===== config.mk =====
export PLATFORM = sky130hd
export DESIGN_NAME = periodic_tick_timer
export DESIGN_NICKNAME = d
export VERILOG_FILES = /design/src/rtl/tmr_pkg.sv /design/src/rtl/tmr_ctrl.sv /design/src/rtl/tmr_count.sv /design/src/rtl/tmr_rdmux.sv /design/src/rtl/periodic_tick_timer.sv
export SDC_FILE = /design/constraint.sdc
export NUM_CORES = 1
export LEC_CHECK = 0
export BUFFER_PORTS_ARGS = -buffer_cell sky130_fd_sc_hd__buf_4
export CAP_MARGIN = 0
export CELL_PAD_IN_SITES_DETAIL_PLACEMENT = 0
export CELL_PAD_IN_SITES_GLOBAL_PLACEMENT = 1
export CORE_ASPECT_RATIO = 0.8
export CORE_MARGIN = 2
export CORE_UTILIZATION = 41
export DETAILED_ROUTE_END_ITERATION = 8
export PLACE_DENSITY_LB_ADDON = 0.3
export RECOVER_POWER = 100
export SYNTH_ARGS = -nofsm -noshare
export SYNTH_HDL_FRONTEND = slang
export SYNTH_SLANG_ARGS = --single-unit

===== constraint.sdc =====
create_clock -name clk -period 4.1 [get_ports clk]
set_input_delay 0.82 -clock clk [delete_from_list [all_inputs] [get_ports clk]]
set_output_delay 0.82 -clock clk [all_outputs]
set_load 0.02 [all_outputs]

===== src/rtl/tmr_pkg.sv =====
// Package: shared constants and types of the periodic tick timer.
// Assumes a 32-bit register port and byte offsets decoded in full.
package tmr_pkg;

    localparam int DATA_W    = 32;
    localparam int CNT_W     = 24;
    localparam int ADDR_W    = 12;

    localparam logic [ADDR_W-1:0] OFS_CTRL   = 12'h010;
    localparam logic [ADDR_W-1:0] OFS_RELOAD = 12'h014;
    localparam logic [ADDR_W-1:0] OFS_CUR    = 12'h018;
    localparam logic [ADDR_W-1:0] OFS_CALIB  = 12'h01C;

    localparam int BIT_EN   = 0;
    localparam int BIT_IE   = 1;
    localparam int BIT_SRC  = 2;
    localparam int BIT_FLAG = 16;

    localparam logic [DATA_W-1:0] CALIB_DEFAULT = 32'd10000;

    // Writable control bits, packed so that {src, ie, en} matches data [2:0]
    typedef struct packed {
        logic src;
        logic ie;
        logic en;
    } ctrl_t;

endpackage


===== src/rtl/tmr_ctrl.sv =====
// Module: control bits, sticky count flag and exception request.
// Assumes the strobes from the decoder are single-cycle and mutually
// exclusive per register; stop_i and wrap_i come from the counter.
module tmr_ctrl
    import tmr_pkg::*;
(
    input  logic   clk,
    input  logic   rst_n,
    input  logic   wr_ctrl_i,
    input  logic   rd_ctrl_i,
    input  logic   wr_cur_i,
    input  logic   [2:0] wdata_lo_i,
    input  logic   stop_i,
    input  logic   wrap_i,
    output ctrl_t  ctrl_o,
    output logic   flag_o,
    output logic   exc_req_o
);

    ctrl_t ctrl_q;
    logic  flag_q;
    logic  exc_q;

    // Control bits: bus write has priority over the counter's self-stop
    always_ff @(posedge clk) begin
        if (!rst_n) begin
            ctrl_q <= '0;
        end else if (wr_ctrl_i) begin
            ctrl_q <= ctrl_t'(wdata_lo_i);
        end else if (stop_i) begin
            ctrl_q.en <= 1'b0;
        end
    end

    // Count flag: restart clears, expiry sets, control read clears last
    always_ff @(posedge clk) begin
        if (!rst_n) begin
            flag_q <= 1'b0;
        end else if (wr_cur_i) begin
            flag_q <= 1'b0;
        end else if (wrap_i) begin
            flag_q <= 1'b1;
        end else if (rd_ctrl_i) begin
            flag_q <= 1'b0;
        end
    end

    // Exception request: one cycle, aligned with the counter reaching zero
    always_ff @(posedge clk) begin
        if (!rst_n) begin
            exc_q <= 1'b0;
        end else begin
            exc_q <= wrap_i & ctrl_q.ie;
        end
    end

    assign ctrl_o    = ctrl_q;
    assign flag_o    = flag_q;
    assign exc_req_o = exc_q;


    exc_implies_flag_chk: assert property (@(posedge clk) disable iff (!rst_n)
        exc_q |-> flag_q);


    exc_single_cycle_chk: assert property (@(posedge clk) disable iff (!rst_n)
        exc_q |=> !exc_q);


    restart_clears_flag_chk: assert property (@(posedge clk) disable iff (!rst_n)
        wr_cur_i |=> !flag_q);


    self_stop_chk: assert property (@(posedge clk) disable iff (!rst_n)
        (stop_i && !wr_ctrl_i) |=> !ctrl_q.en);

endmodule


===== src/rtl/tmr_count.sv =====
// Module: reload register and the down-counter with tick selection.
// Assumes load_i already merges the enable rising edge and restart writes.
module tmr_count #(
    parameter int CNT_W = 24,
    parameter int DATA_W = 32
) (
    input  logic              clk,
    input  logic              rst_n,
    input  logic              en_i,
    input  logic              src_core_i,
    input  logic              ref_tick_i,
    input  logic              wr_reload_i,
    input  logic              load_i,
    input  logic [DATA_W-1:0] wdata_i,
    output logic [CNT_W-1:0]  reload_o,
    output logic [CNT_W-1:0]  cur_o,
    output logic              wrap_o,
    output logic              stop_o
);

    localparam logic [CNT_W-1:0] ONE = CNT_W'(1);

    logic [CNT_W-1:0] reload_q;
    logic [CNT_W-1:0] cur_q;
    logic             tick;
    logic             run;
    logic             at_zero;
    logic             at_one;

    // Tick selection and step qualification
    always_comb begin
        tick    = src_core_i | ref_tick_i;
        run     = en_i & tick & ~load_i;
        at_zero = (cur_q == '0);
        at_one  = (cur_q == ONE);
    end

    // Reload register: upper data bits are dropped
    always_ff @(posedge clk) begin
        if (!rst_n) begin
            reload_q <= '0;
        end else if (wr_reload_i) begin
            reload_q <= wdata_i[CNT_W-1:0];
        end
    end

    // Current value: forced load, wrap-around reload or decrement
    always_ff @(posedge clk) begin
        if (!rst_n) begin
            cur_q <= '0;
        end else if (load_i) begin
            cur_q <= reload_q;
        end else if (run) begin
            if (at_zero) begin
                cur_q <= reload_q;
            end else begin
                cur_q <= cur_q - ONE;
            end
        end
    end

    assign wrap_o   = run & at_one;
    assign stop_o   = run & at_zero & (reload_q == '0);
    assign reload_o = reload_q;
    assign cur_o    = cur_q;


    wrap_reaches_zero_chk: assert property (@(posedge clk) disable iff (!rst_n)
        wrap_o |=> (cur_q == '0));


    no_tick_holds_chk: assert property (@(posedge clk) disable iff (!rst_n)
        (!tick && !load_i) |=> $stable(cur_q));

endmodule


===== src/rtl/tmr_rdmux.sv =====
// Module: read data selection for the timer registers.
// Assumes rd_en_i is already qualified with valid and not write.
module tmr_rdmux
    import tmr_pkg::*;
#(
    parameter int CNT_W = 24,
    parameter logic [DATA_W-1:0] CALIB_VAL = CALIB_DEFAULT
) (
    input  logic              rd_en_i,
    input  logic [ADDR_W-1:0] addr_i,
    input  ctrl_t             ctrl_i,
    input  logic              flag_i,
    input  logic [CNT_W-1:0]  reload_i,
    input  logic [CNT_W-1:0]  cur_i,
    output logic [DATA_W-1:0] rdata_o
);

    localparam int PAD_W = DATA_W - CNT_W;

    logic [DATA_W-1:0] ctrl_word;

    // Control/status word assembly
    always_comb begin
        ctrl_word           = '0;
        ctrl_word[BIT_EN]   = ctrl_i.en;
        ctrl_word[BIT_IE]   = ctrl_i.ie;
        ctrl_word[BIT_SRC]  = ctrl_i.src;
        ctrl_word[BIT_FLAG] = flag_i;
    end

    // Register select; zero when idle or unmapped
    always_comb begin
        rdata_o = '0;
        if (rd_en_i) begin
            case (addr_i)
                OFS_CTRL:   rdata_o = ctrl_word;
                OFS_RELOAD: rdata_o = {{PAD_W{1'b0}}, reload_i};
                OFS_CUR:    rdata_o = ctrl_i.en ? {{PAD_W{1'b0}}, cur_i} : '0;
                OFS_CALIB:  rdata_o = CALIB_VAL;
                default:    rdata_o = '0;
            endcase
        end
    end

endmodule


===== src/rtl/periodic_tick_timer.sv =====
// Module: top of the periodic tick timer; decodes the register port and
// ties control, counter and read mux together.
// Assumes one access per cycle and full-offset decoding.
module periodic_tick_timer
    import tmr_pkg::*;
#(
    parameter int CNT_W = 24,
    parameter logic [31:0] CALIB_VAL = 32'd10000
) (
    input  logic        clk,
    input  logic        rst_n,
    input  logic        ref_tick,
    input  logic        bus_valid,
    input  logic        bus_write,
    input  logic [11:0] bus_addr,
    input  logic [31:0] bus_wdata,
    output logic [31:0] bus_rdata,
    output logic        exc_req
);

    logic             wr_ctrl, rd_ctrl, wr_reload, wr_cur, rd_any;
    logic             load;
    logic             wrap, stop, flag;
    ctrl_t            ctrl;
    logic [CNT_W-1:0] reload_v, cur_v;

    // Access decode into per-register strobes
    always_comb begin
        rd_any    = bus_valid & ~bus_write;
        wr_ctrl   = bus_valid &  bus_write & (bus_addr == OFS_CTRL);
        rd_ctrl   = rd_any & (bus_addr == OFS_CTRL);
        wr_reload = bus_valid &  bus_write & (bus_addr == OFS_RELOAD);
        wr_cur    = bus_valid &  bus_write & (bus_addr == OFS_CUR);
        load      = (wr_ctrl & bus_wdata[BIT_EN] & ~ctrl.en) | wr_cur;
    end

    tmr_ctrl u_ctrl (
        .clk        (clk),
        .rst_n      (rst_n),
        .wr_ctrl_i  (wr_ctrl),
        .rd_ctrl_i  (rd_ctrl),
        .wr_cur_i   (wr_cur),
        .wdata_lo_i (bus_wdata[2:0]),
        .stop_i     (stop),
        .wrap_i     (wrap),
        .ctrl_o     (ctrl),
        .flag_o     (flag),
        .exc_req_o  (exc_req)
    );

    tmr_count #(.CNT_W(CNT_W), .DATA_W(DATA_W)) u_count (
        .clk         (clk),
        .rst_n       (rst_n),
        .en_i        (ctrl.en),
        .src_core_i  (ctrl.src),
        .ref_tick_i  (ref_tick),
        .wr_reload_i (wr_reload),
        .load_i      (load),
        .wdata_i     (bus_wdata),
        .reload_o    (reload_v),
        .cur_o       (cur_v),
        .wrap_o      (wrap),
        .stop_o      (stop)
    );

    tmr_rdmux #(.CNT_W(CNT_W), .CALIB_VAL(CALIB_VAL)) u_rdmux (
        .rd_en_i  (rd_any),
        .addr_i   (bus_addr),
        .ctrl_i   (ctrl),
        .flag_i   (flag),
        .reload_i (reload_v),
        .cur_i    (cur_v),
        .rdata_o  (bus_rdata)
    );


    idle_cur_zero_chk: assert property (@(posedge clk) disable iff (!rst_n)
        (rd_any && bus_addr == OFS_CUR && !ctrl.en) |-> (bus_rdata == '0));


    calib_const_chk: assert property (@(posedge clk) disable iff (!rst_n)
        (rd_any && bus_addr == OFS_CALIB) |-> (bus_rdata == CALIB_VAL));


    read_clears_flag_chk: assert property (@(posedge clk) disable iff (!rst_n)
        (rd_ctrl && !wrap) |=> !flag);


    enable_loads_chk: assert property (@(posedge clk) disable iff (!rst_n)
        (wr_ctrl && bus_wdata[BIT_EN] && !ctrl.en) |=> (cur_v == $past(reload_v)));

endmodule


==> qor.txt <==
Setup Fix Bufs, Post-CTS - 0
RSZ-0062 raised after global routing - no
CP startpoint kind - input port
drt via density - 5.92
Post-synth EDFFs - 0
CTS tree - done
count leader, synth - nand2_1
Int Power - 0.662 mW
critical path arrival - 2900 ps
part of the power in the clock network - 34.5%
area share of xor/xnor cells in the synthesized design - 0.795%
final hold slack - 489 ps
ANT nets after route - 0
number of global-route vias before repair - 3320
outcome - finished, violations left
largest net degree at the start of global routing - 25
Most used DFF post-synth - dfxtp_1
Synth async-reset ratio - 0%
Die Area - 8800 µm²
commonest cells in the netlist - nand2_1 (79), dfxtp_1 (53), nor2_1 (50)
first-pass GRT wire length - 17700 µm
#FFs+latches synth - 53
P_leak - 1.28 nW
Area Overhead vs Synth - 13.5%
minimum clock period - 3720 ps
Final period util - 90.7%
switching portion of total power - 25.0%
routed vias - 3610
Post-Synth Adder-Cell Area - 1.14%
IO Pins - 82
Core ar. - 7870 µm²
Mapped Area - 3300 µm²
Die Width - 104 µm
CTS resizes - 0
Psw - 0.220 mW
Final Power - 0.882 mW
Synth Warn # - 0
CTS root buffer - clkbuf_8
power share of the combinational group - 7.2%
H-tree depth - 2
Synth Instances - 453
Routed Wire Length - 11100 µm
hold_buf cts - 0
Avg WL per Cell - 18.2 µm
Max-Cap Viols - 1
Simple-Gate Fraction of Synth Area - 34.3%
Yosys top cell by area - dfxtp_1
FMAX - 269 MHz
sequential share of the synthesized area - 32.1%
setup_tns - 0 ps
Final Hold Viols - 0
Worst Path Required - 3280 ps
Seq pwr share - 58.3%
Unique masters post-synth - 58
drt pass-1 iters - 5
Least-Margin Pin Slew - 1800 ps
GPL Wtd Cong - 0.944
Area contributors post-synth - dfxtp_1 (32%), nand2_1 (9.0%), a21oi_1 (7.0%)
DRC errors left - 0
post-synthesis mux area share - 1.63%
Max VDD drop - 0.161 mV
initial antenna violation count - 0
die height - 84.3 µm
starting density of the core - 42.0%
# rows - 29
Setup Crit Path Kind - input port to primary output
relative slew slack - -21.2%
average size of a mapped cell - 7.29 µm²
layout cells sized above 1 - 13.3%
failing checks - capacitance limit, slew limit
clock sink count - 53
Layout Skew - 11.5 ps
Clock Latency Late Sink - 310 ps
Final nets - 554
Ant. Diodes - 0
largest family of logic cells by synthesized area - simple AND/OR/NAND/NOR gates
initial DRC count - 378
post-DP HPWL - 8060 µm
Num CTS Buffers - 5
Total GRT Usage - 25.2%
Synth top area share - 32.1%
IO buf count - 65
Max Root-Sink Buffers - 2
Synth Area in Compound Gates - 22.8%
Remaining Overflow, GRT - 0
pwr dens - 235 nW/µm²
Final setup viols - 0
Hold WC Path Type - flop to flop
Clk pin slew, worst setup/hold paths - 100 ps
max-slew violations - 15
Max FO, Critical Path - 13
CP endpoint kind - primary output
## per-layer routing
metal / GRT usage, % / share of wire (%) / vias up
met5: 0 / 0 / -
li1: - / - / 1717
met1: 37.6 / 46 / 1688
met3: 3.18 / 9.4 / 15
met2: 38.3 / 43 / 190
met4: 6.27 / 1.2 / 0
## path summary, 6_finish.rpt
kind,from,endpoint,slack [ps],cells after the start
worst max-delay path,bus_addr[5],bus_rdata[7],380,8
worst min-delay path,u_ctrl.flag_o,u_ctrl.flag_o,490,2
worst max register to register,u_count.cur_o[4],u_count.cur_o[5],560,6
worst min register to register,u_ctrl.flag_o,u_ctrl.flag_o,490,2
## stage by stage
step / utilization, % / instance area (µm²) / std cells / worst slack (ps)
after floorplan: - / 3330 / 460 / 895
after global placement: 48.4 / 3810 / 603 / 558
after detailed placement: 48.4 / 3810 / 603 / 511
after CTS: 49.5 / 3900 / 610 / 517
after global routing: 47.6 / 3750 / 610 / 242
final: 47.6 / 3750 / 610 / 381
## cells in the final DEF (no fill, tap or decap), drive strengths merged, types with 4 or more instances in the layout
| cell type | netlist | routed |
|---|---|---|
| or2 | 4 | 4 |
| inv | 9 | 9 |
| nor2 | 51 | 51 |
| and3 | 8 | 8 |
| o21ai | 22 | 22 |
| nand3 | 20 | 20 |
| nor4b | 4 | 4 |
| nor3 | 18 | 18 |
| nor4 | 13 | 13 |
| nand4 | 11 | 11 |
| buf | 20 | 47 |
| a31oi | 9 | 9 |
| a21oi | 46 | 46 |
| dfxtp | 53 | 53 |
| a22oi | 24 | 24 |
| nand2 | 79 | 79 |
| clkbuf | 17 | 30 |
| conb | 1 | 8 |
## layout make-up
cell class / count / area (µm²)
timing repair buffer: 72 / 447
clock buffer: 5 / 68.8
fill: 858 / 4120
clock inverter: 2 / 16.3
tap: 108 / 135
sequential: 53 / 1060
multi-input combinational: 360 / 1980
inverter: 10 / 37.5
## cell families after synthesis
group | after synthesis
and+or+nand+nor | 222
DFF | 53
muxes | 5
other | 1
buffers and inverters | 47
AOI/OAI and AO/OA | 119
xor gates and xnor gates | 3
adders and majority gates | 3
## power by group through the flow
| stage | Combinational, mW | Sequential [mW] | Clock [mW] |
|---|---|---|---|
| 2_1_floorplan | 0.0301 | 0.526 | 0 |
| 5_1_grt | 0.0679 | 0.515 | 0.324 |
| 4_1_cts | 0.0636 | 0.515 | 0.306 |
| 3_3_place_gp | 0.0626 | 0.526 | 0 |
| 6_report | 0.0634 | 0.515 | 0.304 |
| 3_5_place_dp | 0.0635 | 0.526 | 0 |
## critical path: stages
cell	delay (ps)
buf_4	120
nor4b_4	400
and3_1	240
and3_1	570
buf_4	300
a22oi_1	100
nor2_1	110
clkbuf_1	250
## flip-flops by register name, indices dropped and copies added (netlist names)
signal            count
u_count.reload_o     24
u_ctrl.ctrl_o         3
u_ctrl.flag_o         1
u_count.cur_o        24
u_ctrl.exc_req_o      1
Power figures use the tool's default switching activity.
